**config.mk**
```make
export PLATFORM = sky130hd
export DESIGN_NAME = adc_serial_port
export DESIGN_NICKNAME = d
export VERILOG_FILES = /design/src/rtl/adc_sp_pkg.sv /design/src/rtl/sp_sync_bank.sv /design/src/rtl/sp_conv_timer.sv /design/src/rtl/sp_read_shifter.sv /design/src/rtl/adc_serial_port.sv
export SDC_FILE = /design/constraint.sdc
export NUM_CORES = 1
export LEC_CHECK = 0
export CORE_MARGIN = 10
export CORE_UTILIZATION = 40
export DETAILED_ROUTE_END_ITERATION = 10
export GPL_TIMING_DRIVEN = 0
export PLACE_DENSITY = 0.69
export SYNTH_ARGS = -nofsm -noshare
export SYNTH_HDL_FRONTEND = slang
export SYNTH_SLANG_ARGS = --single-unit
```
**constraint.sdc**
```tcl
create_clock -name clk -period 1.9 [get_ports clk]
set_input_delay 0.19 -clock clk [delete_from_list [all_inputs] [get_ports clk]]
set_output_delay 0.19 -clock clk [all_outputs]
set_load 0.03 [all_outputs]
```
**src/rtl/adc_sp_pkg.sv**
```systemverilog
// Package: shared types for the converter serial read port.
// Assumes: one mode bit from the host side, held stable during a read.
package adc_sp_pkg;
    typedef enum logic {
        RD_AFTER  = 1'b0,
        RD_DURING = 1'b1
    } rd_mode_e;
endpackage

```
**src/rtl/sp_sync_bank.sv**
```systemverilog
// Module: multi-bit synchronizer bank for asynchronous host pins.
// Assumes: each bit is independent; skew between bits is tolerated by the
// caller because all bits see the same number of stages.
module sp_sync_bank #(
    parameter int         N         = 4,
    parameter int         STAGES    = 2,
    parameter logic [N-1:0] RST_VAL = '0
) (
    input  logic         clk,
    input  logic         rst_n,
    input  logic [N-1:0] d,
    output logic [N-1:0] q
);
    logic [N-1:0] stage [STAGES];

    // Shift every input through the synchronizer chain.
    always_ff @(posedge clk) begin
        if (!rst_n) begin
            for (int i = 0; i < STAGES; i++) stage[i] <= RST_VAL;
        end else begin
            stage[0] <= d;
            for (int i = 1; i < STAGES; i++) stage[i] <= stage[i-1];
        end
    end

    assign q = stage[STAGES-1];
endmodule

```
**src/rtl/sp_conv_timer.sv**
```systemverilog
// Module: conversion stand-in. Counts a fixed period, then latches the
// parallel result. Assumes start is synchronous to clk.
module sp_conv_timer #(
    parameter int DATA_W      = 16,
    parameter int CONV_CYCLES = 200
) (
    input  logic              clk,
    input  logic              rst_n,
    input  logic              start,
    input  logic [DATA_W-1:0] sample,
    output logic              busy,
    output logic              done,
    output logic [DATA_W-1:0] result
);
    localparam int               CNT_W = $clog2(CONV_CYCLES);
    localparam logic [CNT_W-1:0] LOAD  = CNT_W'(CONV_CYCLES - 1);

    logic [CNT_W-1:0] cnt;

    // Run the period counter and capture the result at its end.
    always_ff @(posedge clk) begin
        if (!rst_n) begin
            busy   <= 1'b0;
            cnt    <= '0;
            result <= '0;
        end else if (busy) begin
            if (cnt == '0) begin
                busy   <= 1'b0;
                result <= sample;
            end else begin
                cnt <= cnt - 1'b1;
            end
        end else if (start) begin
            busy <= 1'b1;
            cnt  <= LOAD;
        end
    end

    // Last busy cycle: the result lands at the coming edge.
    assign done = busy && (cnt == '0);

    p_launch_r2: assert property (@(posedge clk) disable iff (!rst_n)
        (!busy && start) |=> (busy && cnt == LOAD));
    p_busy_hold_r2: assert property (@(posedge clk) disable iff (!rst_n)
        (busy && cnt != '0) |=> busy);
    p_result_hold_r2: assert property (@(posedge clk) disable iff (!rst_n)
        (busy && cnt != '0) |=> $stable(result));
    p_start_ignored_r9: assert property (@(posedge clk) disable iff (!rst_n)
        (busy && start && cnt != '0) |=> (cnt == $past(cnt) - 1'b1));
endmodule

```
**src/rtl/sp_read_shifter.sv**
```systemverilog
// Module: serial output engine. Detects serial clock edges on synchronized
// inputs, shifts the word out on falling edges, captures the chain input on
// rising edges, and flags an incomplete read-during read.
// Assumes: inputs already synchronized; serial clock <= clk/4.
module sp_read_shifter
    import adc_sp_pkg::*;
#(
    parameter int DATA_W = 16
) (
    input  logic              clk,
    input  logic              rst_n,
    input  rd_mode_e          mode,
    input  logic              busy,
    input  logic              done,
    input  logic [DATA_W-1:0] result,
    input  logic              sclk_s,
    input  logic              cs_s,
    input  logic              rd_s,
    input  logic              sdin_s,
    output logic              sdout,
    output logic              rd_error
);
    localparam int               CNT_W = $clog2(DATA_W + 1);
    localparam logic [CNT_W-1:0] FULL  = CNT_W'(DATA_W);
    localparam logic [CNT_W-1:0] LAST  = CNT_W'(DATA_W - 1);

    logic              sclk_d, cs_d;
    logic              rise, fall, reload, enable, shift_en, capture;
    logic              hold, armed, complete_now;
    logic [DATA_W-1:0] sh;
    logic [CNT_W-1:0]  bitcnt;

    // Keep the previous synchronized levels for edge detection.
    always_ff @(posedge clk) begin
        if (!rst_n) begin
            sclk_d <= 1'b0;
            cs_d   <= 1'b1;
        end else begin
            sclk_d <= sclk_s;
            cs_d   <= cs_s;
        end
    end

    assign rise     = sclk_s & ~sclk_d;
    assign fall     = ~sclk_s & sclk_d;
    assign reload   = ~cs_s & cs_d;
    assign enable   = ~cs_s & ~rd_s;
    assign shift_en = fall & enable & ~reload;
    assign capture  = rise & enable;

    // Capture the chain input on rising edges; blocked in read-during mode.
    always_ff @(posedge clk) begin
        if (!rst_n)       hold <= 1'b0;
        else if (capture) hold <= (mode == RD_AFTER) ? sdin_s : 1'b0;
    end

    // Load on select fall, shift toward MSB on falling edges.
    always_ff @(posedge clk) begin
        if (!rst_n)        sh <= '0;
        else if (reload)   sh <= result;
        else if (shift_en) sh <= {sh[DATA_W-2:0], hold};
    end

    // Count consumed bits, saturating at a full word.
    always_ff @(posedge clk) begin
        if (!rst_n)                         bitcnt <= '0;
        else if (reload)                    bitcnt <= '0;
        else if (shift_en && bitcnt != FULL) bitcnt <= bitcnt + 1'b1;
    end

    // Arm the error check for reads that begin while converting in read-during mode.
    always_ff @(posedge clk) begin
        if (!rst_n)      armed <= 1'b0;
        else if (done)   armed <= 1'b0;
        else if (reload) armed <= busy && (mode == RD_DURING);
    end

    // A bit consumed in the completion cycle itself still counts.
    assign complete_now = (bitcnt == FULL) || (bitcnt == LAST && shift_en);

    // Emit the one-cycle error pulse together with busy falling.
    always_ff @(posedge clk) begin
        if (!rst_n) rd_error <= 1'b0;
        else        rd_error <= done && armed && !complete_now;
    end

    assign sdout = cs_s ? 1'b0 : sh[DATA_W-1];

    p_bits_bound_r3: assert property (@(posedge clk) disable iff (!rst_n)
        bitcnt <= FULL);
    p_no_shift_idle_r3: assert property (@(posedge clk) disable iff (!rst_n)
        (!shift_en && !reload) |=> $stable(sh));
    p_err_single_r7: assert property (@(posedge clk) disable iff (!rst_n)
        rd_error |=> !rd_error);
    p_err_armed_r7: assert property (@(posedge clk) disable iff (!rst_n)
        rd_error |-> $past(armed));
    p_sdin_blocked_r8: assert property (@(posedge clk) disable iff (!rst_n)
        (capture && mode == RD_DURING) |=> !hold);
endmodule

```
**src/rtl/adc_serial_port.sv**
```systemverilog
// Module: top of the converter serial read port. Synchronizes host pins,
// runs the conversion stand-in and the serial output engine.
// Assumes: conv_start and mode_sel are synchronous to clk.
module adc_serial_port
    import adc_sp_pkg::*;
#(
    parameter int DATA_W      = 16,
    parameter int CONV_CYCLES = 200,
    parameter int SYNC_STAGES = 2
) (
    input  logic              clk,
    input  logic              rst_n,
    input  logic              conv_start,
    input  logic              mode_sel,
    input  logic [DATA_W-1:0] sample_in,
    input  logic              cs_n,
    input  logic              rd_n,
    input  logic              sclk,
    input  logic              sdin,
    output logic              sdout,
    output logic              busy,
    output logic              rd_error
);
    localparam int       PINS    = 4;
    localparam logic [PINS-1:0] PIN_IDLE = 4'b0110;

    logic [PINS-1:0]   pins_s;
    logic              done;
    logic [DATA_W-1:0] result;
    rd_mode_e          mode;

    assign mode = rd_mode_e'(mode_sel);

    sp_sync_bank #(.N(PINS), .STAGES(SYNC_STAGES), .RST_VAL(PIN_IDLE)) u_sync (
        .clk   (clk),
        .rst_n (rst_n),
        .d     ({sdin, rd_n, cs_n, sclk}),
        .q     (pins_s)
    );

    sp_conv_timer #(.DATA_W(DATA_W), .CONV_CYCLES(CONV_CYCLES)) u_timer (
        .clk    (clk),
        .rst_n  (rst_n),
        .start  (conv_start),
        .sample (sample_in),
        .busy   (busy),
        .done   (done),
        .result (result)
    );

    sp_read_shifter #(.DATA_W(DATA_W)) u_shift (
        .clk      (clk),
        .rst_n    (rst_n),
        .mode     (mode),
        .busy     (busy),
        .done     (done),
        .result   (result),
        .sclk_s   (pins_s[0]),
        .cs_s     (pins_s[1]),
        .rd_s     (pins_s[2]),
        .sdin_s   (pins_s[3]),
        .sdout    (sdout),
        .rd_error (rd_error)
    );

    p_err_at_done_r7: assert property (@(posedge clk) disable iff (!rst_n)
        rd_error |-> $fell(busy));
endmodule

```
==> run metrics <==
Tmin final=1.727 ns; clock transition at the registers of the reported paths=0.06 ns; CP startpoint=u_sync.stage[0][5]; Cells after Synth=251; final worst slack=0.1727 ns; vias post-DR=1894; Pleak=1.048 nW; hold_ws=0.4021 ns; Starting Density=0.4200; Post-CTS Setup Bufs=0; Worst Skew=0.005297 ns; Clock Tree Buf Depth=2; Final Hold Viols=0; Area after DPL=0.002720 mm2; placed insts=349; Final period util=0.9091; total core area=0.005642 mm2; final non-filler cell total=365; number of global-route vias before repair=1874; Rows=27; initial antenna violation count=0; max_cap viols=0; asr flop ratio synth=0; RSZ-0062 raised after global routing=no; post-DR wirelength/cell=14.08 um; Max VDD drop=0.0004726 V; Final ANT Viol Nets=0; f_max=578.9 MHz; Final setup viols=0; clock tree from TritonCTS=done; Cell Area, Synth=0.002370 mm2; Worst-Margin Slew=0.6628 ns; via/cell ratio=5.189; distinct cell type count of the synthesized netlist=42; worst-path fanout max=6; Num CTS Buffers=9; cell accounting for the most synthesized area=dfxtp_1; Worst Path Arrival=1.54 ns; fin area=0.002908 mm2; DR iter-0 viols=163; clock sink count=59; share of the synthesized area in the top cell type=0.4984; Critical Path RT=1.71 ns; Pwr per Cell Area=924.6 mW/mm2; status=finished clean; Die W=96.97 um; DRC violations left=0; Synthesis Warnings=0; CP Capture Type=output port; first-pass detailed-route iteration total=5; area grow syn2layout=22.70%; ant diodes=0; Routed WL=5138 um; predominant post-synthesis flop cell=dfxtp_1; RR Startpoint=u_timer.cnt[0]; layout cell share with drive strength beyond 1=0.1331; register area share after synthesis=0.4984; Die Y=96.97 um; GR Overflow Total=0; crit path kind=register to output port; type of origin of the critical path=register; dpl ws=-0.01154 ns; Syn Area/Cell=9.441 um2; number of synthesized flops with an enable pin=0; H-tree levels=3; ranking of synthesized cells by area=dfxtp_1 50%, a222oi_1 6.8%, nand2_1 5.7%; worst skew pair latency=0.34 ns; commonest cells after routing, fill and taps aside=59 x dfxtp_1, 36 x nand2_1, 27 x nor2_1; GRT Util Overall=0.1130; post-cts sizing count=0; IO Count=27; gpl congestion=0.8449; hold buffer count at CTS=0; die area=0.009403 mm2; global-route wire length before repair=8838 um; Final HPWL DP=3674 um; syn nets=280; final count of pins violating max slew=0; worst min path class=input port to register; Yosys reg bits=59; Root Buffer=clkbuf_8; largest net degree at the start of global routing=11; Hold Crit Start=sample_in[2]; I/O Buffers=26; commonest non-fill, non-tap cell in the layout=dfxtp_1; Final #Nets=317; Worst slew margin=0.5581
[path summary, 6_finish.rpt]
kind                   endpoint  slack, ns  cells after the start
max                       sdout       0.17                      2
min           u_timer.result[2]       0.40                      3
max reg2reg   u_timer.result[8]       0.23                      8
min reg2reg  u_sync.stage[0][6]       0.41                      1
[logic make-up (layout without fill, tap and decap cells)]
logic type      Yosys count  after routing  synth area share
compound gates           53             53            0.1769
xor+xnor                  3              3           0.01109
fa+ha+maj                 5              5           0.02640
buf+inv                  21             63           0.05068
flops                    59             59            0.4984
mux                       1              1          0.004224
simple gates            109            109            0.2323
[state kept, by name, indices dropped and copies added (netlist names)]
| name | count |
|---|---|
| u_sync.stage | 8 |
| u_shift.cs_d | 1 |
| u_shift.hold | 1 |
| u_shift.armed | 1 |
| u_shift.sh | 16 |
| u_shift.sclk_d | 1 |
| u_timer.result | 16 |
| u_shift.rd_error | 1 |
| u_timer.busy | 1 |
| u_timer.cnt | 8 |
| u_shift.bitcnt | 5 |
[final cells by class]
cell class | instances | area [um2]
tap | 72 | 90.09
clock buffer | 14 | 152.6
timing repair buffer | 26 | 260.3
inverter | 6 | 22.52
sequential | 59 | 1181
multi-input combinational | 171 | 1069
buffer | 15 | 97.59
clock inverter | 2 | 35.03
fill | 535 | 2734
[Yosys cell counts (3+ instances only)]
master and instances:
a21oi_1 16, nand4_1 3, nor2_1 27, nor2b_1 4, inv_1 6, dfxtp_1 59
and3_1 3, nand3_1 6, nand2b_1 8, a21oi_2 10, a222oi_1 16, and2_1 6
a311oi_1 3, or3_1 3, ha_1 5, nand2_1 36, buf_2 8, clkbuf_1 3
[stage by stage]
step	power [mW]	setup TNS, ns	utilization
after floorplan	1.505	0	-
after global placement	1.602	0	0.4821
after detailed placement	1.607	-0.01154	0.4821
after CTS	2.721	0	0.5154
after global routing	2.802	0	0.5154
final	2.689	0	0.5154
[critical path, stage by stage, from the launching register on]
cell and delay, ns:
dfxtp_1 0.36, nor2b_1 0.15, clkdlybuf4s50_1 0.69
[report_power, final]
part           switching [mW]  total (mW)  internal (mW)  leakage, nW
clock network           0.464        1.11          0.642       0.0947
registers              0.0352        1.32           1.28        0.480
logic                   0.136       0.265          0.129        0.474
[layer usage]
metal	up-vias	track usage	routed length [um]
li1	970	-	-
met1	877	0.1355	2416
met2	40	0.1713	2382
met3	7	0.04116	249
met4	0	0.06088	90
met5	-	0	0
Power figures use the tool's default switching activity.
